==> config.mk <==
export PLATFORM = sky130hd
export DESIGN_NAME = pmpchk_top
export DESIGN_NICKNAME = d
export VERILOG_FILES = /design/src/rtl/pmpchk_pkg.sv /design/src/rtl/pmpchk_ctrl.sv /design/src/rtl/pmpchk_dpath.sv /design/src/rtl/pmpchk_top.sv
export SDC_FILE = /design/constraint.sdc
export NUM_CORES = 1
export LEC_CHECK = 0
export ABC_CLOCK_PERIOD_IN_PS = 4800
export BUFFER_PORTS_ARGS = -buffer_cell sky130_fd_sc_hd__buf_2
export CAP_MARGIN = 20
export CORE_MARGIN = 2
export CORE_UTILIZATION = 42
export DETAILED_ROUTE_END_ITERATION = 10
export PLACE_DENSITY_LB_ADDON = 0.3
export SLEW_MARGIN = 10
export SYNTH_ARGS = -nofsm -noshare
export SYNTH_HDL_FRONTEND = slang
export SYNTH_SLANG_ARGS = --single-unit
export TNS_END_PERCENT = 1
==> constraint.sdc <==
create_clock -name clk -period 4.8 [get_ports clk]
set_input_delay 0.48 -clock clk [delete_from_list [all_inputs] [get_ports clk]]
set_output_delay 0.48 -clock clk [all_outputs]
set_load 0.01 [all_outputs]
==> src/rtl/pmpchk_pkg.sv <==
package pmpchk_pkg;
  localparam int CFG_W   = 8;
  localparam int BIT_RD  = 0;
  localparam int BIT_WR  = 1;
  localparam int BIT_EX  = 2;
  localparam int AM_LO   = 3;
  localparam int BIT_LK  = 7;
  localparam int IDX_MAX_W = 6;

  // bit0 read, bit1 write, bit2 execute
  typedef logic [2:0] priv_t;
  localparam priv_t PRIV_NONE = 3'b000;
  localparam priv_t PRIV_R    = 3'b001;
  localparam priv_t PRIV_RW   = 3'b011;
  localparam priv_t PRIV_X    = 3'b100;
  localparam priv_t PRIV_RX   = 3'b101;
  localparam priv_t PRIV_ALL  = 3'b111;

  typedef struct packed {
    logic                 capture;
    logic                 found;
    logic                 machine;
    logic                 lockdown;
    logic                 denyDefault;
    logic [IDX_MAX_W-1:0] idx;
  } ctrl_t;
endpackage

==> src/rtl/pmpchk_ctrl.sv <==
module pmpchk_ctrl
  import pmpchk_pkg::*;
#(
  parameter int NUM_ENTRIES = 8
) (
  input  logic                         reqValid,
  input  logic                         reqMachine,
  input  logic                         secMml,
  input  logic                         secMmwp,
  input  logic [NUM_ENTRIES-1:0]       entryHit,
  input  logic [NUM_ENTRIES*CFG_W-1:0] entryCfg,
  output ctrl_t                        ctrlOut
);
  logic [NUM_ENTRIES-1:0] liveHit;
  logic                   anyLive;
  logic [IDX_MAX_W-1:0]   firstIdx;

  // an entry with match mode 00 is off and never counts
  for (genvar g = 0; g < NUM_ENTRIES; g++) begin : g_live
    assign liveHit[g] = entryHit[g] && (entryCfg[g*CFG_W+AM_LO +: 2] != 2'b00);
  end

  // scan downward so the lowest index is written last and wins
  always_comb begin
    anyLive  = 1'b0;
    firstIdx = '0;
    for (int i = NUM_ENTRIES - 1; i >= 0; i--) begin
      if (liveHit[i]) begin
        anyLive  = 1'b1;
        firstIdx = IDX_MAX_W'(i);
      end
    end
  end

  always_comb begin
    ctrlOut.capture     = reqValid;
    ctrlOut.found       = anyLive;
    ctrlOut.machine     = reqMachine;
    ctrlOut.lockdown    = secMml;
    ctrlOut.denyDefault = secMmwp;
    ctrlOut.idx         = firstIdx;
  end
endmodule

==> src/rtl/pmpchk_dpath.sv <==
module pmpchk_dpath
  import pmpchk_pkg::*;
#(
  parameter int NUM_ENTRIES = 8
) (
  input  logic                         clk,
  input  logic                         rst_n,
  input  ctrl_t                        ctrlIn,
  input  priv_t                        reqPriv,
  input  logic [NUM_ENTRIES*CFG_W-1:0] entryCfg,
  output logic                         rspValid,
  output logic                         rspAllow,
  output priv_t                        rspGrant
);
  localparam int IDX_W = (NUM_ENTRIES > 1) ? $clog2(NUM_ENTRIES) : 1;

  logic [CFG_W-1:0] cfgArr [NUM_ENTRIES];
  logic [CFG_W-1:0] selCfg;
  logic [3:0]       lookIdx;
  priv_t            tblMachine;
  priv_t            tblLower;
  priv_t            grantNext;
  logic             allowNext;

  for (genvar g = 0; g < NUM_ENTRIES; g++) begin : g_unpack
    assign cfgArr[g] = entryCfg[g*CFG_W +: CFG_W];
  end

  assign selCfg  = cfgArr[ctrlIn.idx[IDX_W-1:0]];
  assign lookIdx = {selCfg[BIT_LK], selCfg[BIT_RD], selCfg[BIT_WR], selCfg[BIT_EX]};

  always_comb begin
    unique case (lookIdx)
      4'd2, 4'd3, 4'd14: tblMachine = PRIV_RW;
      4'd9, 4'd10:       tblMachine = PRIV_X;
      4'd11, 4'd13:      tblMachine = PRIV_RX;
      4'd12, 4'd15:      tblMachine = PRIV_R;
      default:           tblMachine = PRIV_NONE;
    endcase
  end

  always_comb begin
    unique case (lookIdx)
      4'd1, 4'd10, 4'd11: tblLower = PRIV_X;
      4'd2, 4'd4, 4'd15:  tblLower = PRIV_R;
      4'd3, 4'd6:         tblLower = PRIV_RW;
      4'd5:               tblLower = PRIV_RX;
      4'd7:               tblLower = PRIV_ALL;
      default:            tblLower = PRIV_NONE;
    endcase
  end

  always_comb begin
    if (!ctrlIn.found) begin
      if (ctrlIn.denyDefault)   grantNext = PRIV_NONE;
      else if (ctrlIn.lockdown) grantNext = ctrlIn.machine ? PRIV_RW : PRIV_NONE;
      else                      grantNext = ctrlIn.machine ? PRIV_ALL : PRIV_NONE;
    end else if (ctrlIn.lockdown) begin
      grantNext = ctrlIn.machine ? tblMachine : tblLower;
    end else if (ctrlIn.machine && !selCfg[BIT_LK]) begin
      grantNext = PRIV_ALL;
    end else begin
      grantNext = selCfg[2:0];
    end
  end

  assign allowNext = ((reqPriv & ~grantNext) == PRIV_NONE);

  always_ff @(posedge clk) begin
    if (!rst_n) begin
      rspValid <= 1'b0;
      rspAllow <= 1'b0;
      rspGrant <= PRIV_NONE;
    end else begin
      rspValid <= ctrlIn.capture;
      rspAllow <= ctrlIn.capture && allowNext;
      rspGrant <= ctrlIn.capture ? grantNext : PRIV_NONE;
    end
  end
endmodule

==> src/rtl/pmpchk_top.sv <==
module pmpchk_top
  import pmpchk_pkg::*;
#(
  parameter int NUM_ENTRIES = 8
) (
  input  logic                         clk,
  input  logic                         rst_n,
  input  logic                         reqValid,
  input  logic                         reqMachine,
  input  logic [2:0]                   reqPriv,
  input  logic [NUM_ENTRIES-1:0]       entryHit,
  input  logic [NUM_ENTRIES*CFG_W-1:0] entryCfg,
  input  logic                         secMml,
  input  logic                         secMmwp,
  output logic                         rspValid,
  output logic                         rspAllow,
  output logic [2:0]                   rspGrant
);
  ctrl_t ctrlBus;

  pmpchk_ctrl #(.NUM_ENTRIES(NUM_ENTRIES)) ctrl_i (
    .reqValid  (reqValid),
    .reqMachine(reqMachine),
    .secMml    (secMml),
    .secMmwp   (secMmwp),
    .entryHit  (entryHit),
    .entryCfg  (entryCfg),
    .ctrlOut   (ctrlBus)
  );

  pmpchk_dpath #(.NUM_ENTRIES(NUM_ENTRIES)) dpath_i (
    .clk     (clk),
    .rst_n   (rst_n),
    .ctrlIn  (ctrlBus),
    .reqPriv (reqPriv),
    .entryCfg(entryCfg),
    .rspValid(rspValid),
    .rspAllow(rspAllow),
    .rspGrant(rspGrant)
  );
endmodule

==> summary by stage <==
Synth
The proportion of synthesized chip area in sequential cells is 0.09852. The area of the mapped netlist is 1016 µm². The proportion of netlist area held by the largest area contributor is 0.09852. The number of different library cells used by synthesis comes to 48. Summed over all instances, the cell type with the most area after synthesis is sky130_fd_sc_hd__dfxtp_1. For this run, asynchronously set or reset flops after synthesis account for 0. The cell count after synthesis is 122. After synthesis, the cell types taking the most area are sky130_fd_sc_hd__dfxtp_1 9.9%, sky130_fd_sc_hd__o211a_1 7.9%, sky130_fd_sc_hd__a211oi_1 7.4%, sky130_fd_sc_hd__o21ai_2 6.0%, sky130_fd_sc_hd__o21ai_4 4.8%. For this run, the leading register cell type out of synthesis is sky130_fd_sc_hd__dfxtp_1.

The synthesized area per cell is 8.328 µm². When the netlist entered floorplanning its net count stood at 203. In this run, synthesis inferred 0 flip-flops with an integrated enable.

Yosys printed 0 warnings. The total of flip-flops plus latches after synthesis is 5.

Setup path
For this run, the slowest stage of the critical path takes between 0.5 and 0.6 ns. Data on the critical path arrives at its endpoint at 2.99 ns. The critical path startpoint category is an input port. The critical path goes through buf_2, o21a_1, o211a_4, o21ai_4, a211oi_1, nor4_1, nor2_1, o311a_1, a22o_1, a221oi_2.

The type of element capturing the critical path is a register. The critical path in this run is classified as input port to register. The cell type of the slowest stage on the worst timing path is sky130_fd_sc_hd__nor4_1. For the worst setup path, the data required time is 4.96 ns. The largest fanout on the critical path is 13.

Clock tree
The CTS tree is done. The number of hold buffers added after CTS was 0. The clock root buffer master is sky130_fd_sc_hd__clkbuf_4. CTS built an H-tree with a depth of 1. The number of buffers inserted to repair setup after CTS is 0.

The tree built by TritonCTS fans out to 5 sinks. The number of CTS-inserted buffers is 3. The clock-pin slew on the worst setup and hold paths is 0.04 ns. Post-CTS repair changed the size of 0 cells. The deepest clock path buffer count is 2.

Route
Detailed routing placed a total of 1.587 mm of wire on met2. The average wire per cell in the routed design is 14.47 µm. The routed length on met1 is 1.314 mm. The violation count after the first detailed-route iteration is 28. The post-detailed-route count of antenna-violating nets is 0. The number of detailed-route iterations in the first pass is 4. The routed wire length on met3 is 187 µm. The detailed-route vias per instance is roughly 6. The routed layout has 1302 vias. The final routed DRC violation total is 0. The detailed router used layers up to and including met4. Summed over all layers, the routed wires come to 3.139 mm.

Cells and area
Of the cells placed in the final design, the portion with a size suffix greater than 1 is 0.4974. The number of antenna diodes in the final layout is 0. Relative to the synthesized area, the layout overhead comes to 34.73%. Measured on the finished design, the core utilization comes to 0.6071. The multi-input combinational cells in the finished layout cover a total of approximately 850 µm². The number of nets in the final layout is 271. After filler insertion, the fill cell instance count of the layout stands at around 230. Registers take 100.1 µm². The final non-filler cell total is 217. The summed area of non-filler cells in the final layout is 1369 µm².

Floorplan
The top-level I/O count is 86. For this configuration, the core starts out at a cell density of 0.4506. The die area is 2829 µm². The core region is 2255 µm². The die outline width is around 53 µm. In this run the core area contains 17 standard-cell rows.

From bottom edge to top edge, the die measures 53.19 µm.

STA
Adding up every negative setup slack in the final design gives 0 ns. The remaining max-slew budget at the tightest pin is 0.6281. The highest clock rate is 352.6 MHz. The clock period minus final worst setup slack is 2.836 ns. Dividing the final minimum period by the clock period gives 0.5908. The post-route worst setup slack is 1.964 ns. The number of endpoints failing setup at the final stage is 0. The number of endpoints with negative hold slack in the final report is 0. The count of pins over their slew limit is 0.

At the pin with the least slew margin, the transition time is 0.5527 ns. Setup repair after global routing left no endpoint under its margin.

Power
The analysis attributes to cell leakage a power of 0.6559 nW. For this design the ratio of total power to cell area is 180.6 nW/µm². The worst-case vdd ir drop is around 0.10 mV.

Placement
The placed instances occupy a cell area of 1343 µm². During placement, the flow inserted port buffers numbering 69. The congestion estimate from routability-driven global placement came to 0.8747.

The number of placed instances, taps included, is 213. The worst setup timing slack at the placement stage is 1.744 ns. The HPWL after detailed placement is 2.576 mm.

GRT
The first global-routing pass estimated 4.767 mm of wire. The initial antenna violation count is 0. The maximum number of pins on one net before global-route repair is 14. For this run, the total global-route usage over all layers was measured as 0.2260. The overflow left after global routing is 0.

The number of global-route vias before repair came to 1191.

Job
The number of violations of the max-capacitance limit is 0.

Worst hold path
The worst hold path class is input port to register.

Status
The run finished with clean final reports.
==> cell usage after synthesis, types with 2 or more instances <==
cell type / instances
sky130_fd_sc_hd__a211oi_1: 10
sky130_fd_sc_hd__o21ai_0: 9
sky130_fd_sc_hd__o211a_1: 8
sky130_fd_sc_hd__a21oi_1: 7
sky130_fd_sc_hd__nand3_1: 7
sky130_fd_sc_hd__nor2_1: 7
sky130_fd_sc_hd__o21ai_2: 7
sky130_fd_sc_hd__dfxtp_1: 5
sky130_fd_sc_hd__a211o_1: 4
sky130_fd_sc_hd__buf_6: 4
sky130_fd_sc_hd__nand2_1: 4
sky130_fd_sc_hd__o21a_1: 4
sky130_fd_sc_hd__and3_1: 3
sky130_fd_sc_hd__o21ai_4: 3
sky130_fd_sc_hd__a22o_1: 2
sky130_fd_sc_hd__inv_1: 2
sky130_fd_sc_hd__nand2b_1: 2
sky130_fd_sc_hd__nand4_1: 2
sky130_fd_sc_hd__nor4_4: 2
sky130_fd_sc_hd__o311a_1: 2
==> worst max-delay path: cells and delay by family <==
family	cells	cell delay [ns]
buffers and inverters	1	0.10
AOI/OAI and AO/OA	7	1.76
and+or+nand+nor	2	0.64
==> cell type report <==
cell class                      count  share of cell area
Clock buffer                        4             0.01920
Inverter                            2            0.005484
Multi-Input combinational cell    109              0.6243
Sequential cell                     5             0.07313
Tap cell                           28             0.02559
Timing Repair Buffer               69              0.2523
==> logic make-up (layout without fill, tap and decap cells) <==
| group | after synthesis | after routing | synth area share |
|---|---|---|---|
| muxes | 1 | 1 | 0.009853 |
| DFF | 5 | 5 | 0.09853 |
| buffers and inverters | 8 | 75 | 0.06034 |
| AOI/OAI and AO/OA | 70 | 70 | 0.5838 |
| and+or+nand+nor | 38 | 38 | 0.2475 |
==> cell usage in the layout (no fill, tap or decap), drive strengths merged <==
cell     count
a21oi        7
nand2        4
a22o         2
or4          1
a211o        4
and2         1
mux2i        1
a22oi        1
nor4         3
nand3        7
a21boi       1
or2b         1
a221oi       1
o211ai       3
buf         69
a311oi       1
nand4        2
nor2b        1
and4         1
or3b         1
nand2b       2
a221o        1
a211oi      10
dfxtp        5
o2bb2ai      1
nor2         7
clkbuf       4
and3         5
or3          1
a31oi        1
o311ai       1
o21a         5
o211a        9
inv          2
nor3         1
o311a        2
o21ai       20
==> metal layers <==
metal / up-vias / GRT usage
met1: 602 / 0.2496
met5: - / 0
met4: 0 / 0.07692
met3: 6 / 0.03107
li1: 642 / -
met2: 52 / 0.4333
==> power breakdown <==
part           internal [W]  switching, W
clock             0.0000314     0.0000167
combinational     0.0000684     0.0000848
sequential        0.0000452   0.000000804
==> final timing paths <==
kind | startpoint | endpoint | cells past startpoint
setup / recovery | entryCfg[52] | dpath_i.rspAllow | 10
hold / removal | reqPriv[0] | dpath_i.rspAllow | 2
==> flip-flops by register name, summed over array words and instances (netlist names) <==
signal and flops:
dpath_i.rspGrant 3, dpath_i.rspValid 1, dpath_i.rspAllow 1
==> through the flow <==
stage                     power (W)  hold slack (ns)
after global placement    0.0001919           0.6666
after global routing      0.0002652           0.4179
after floorplan           0.0001539           0.5680
after CTS                 0.0002465           0.4154
final                     0.0002472           0.4198
after detailed placement  0.0001972           0.6697
Note: power is estimated with default switching activity, not from simulation.
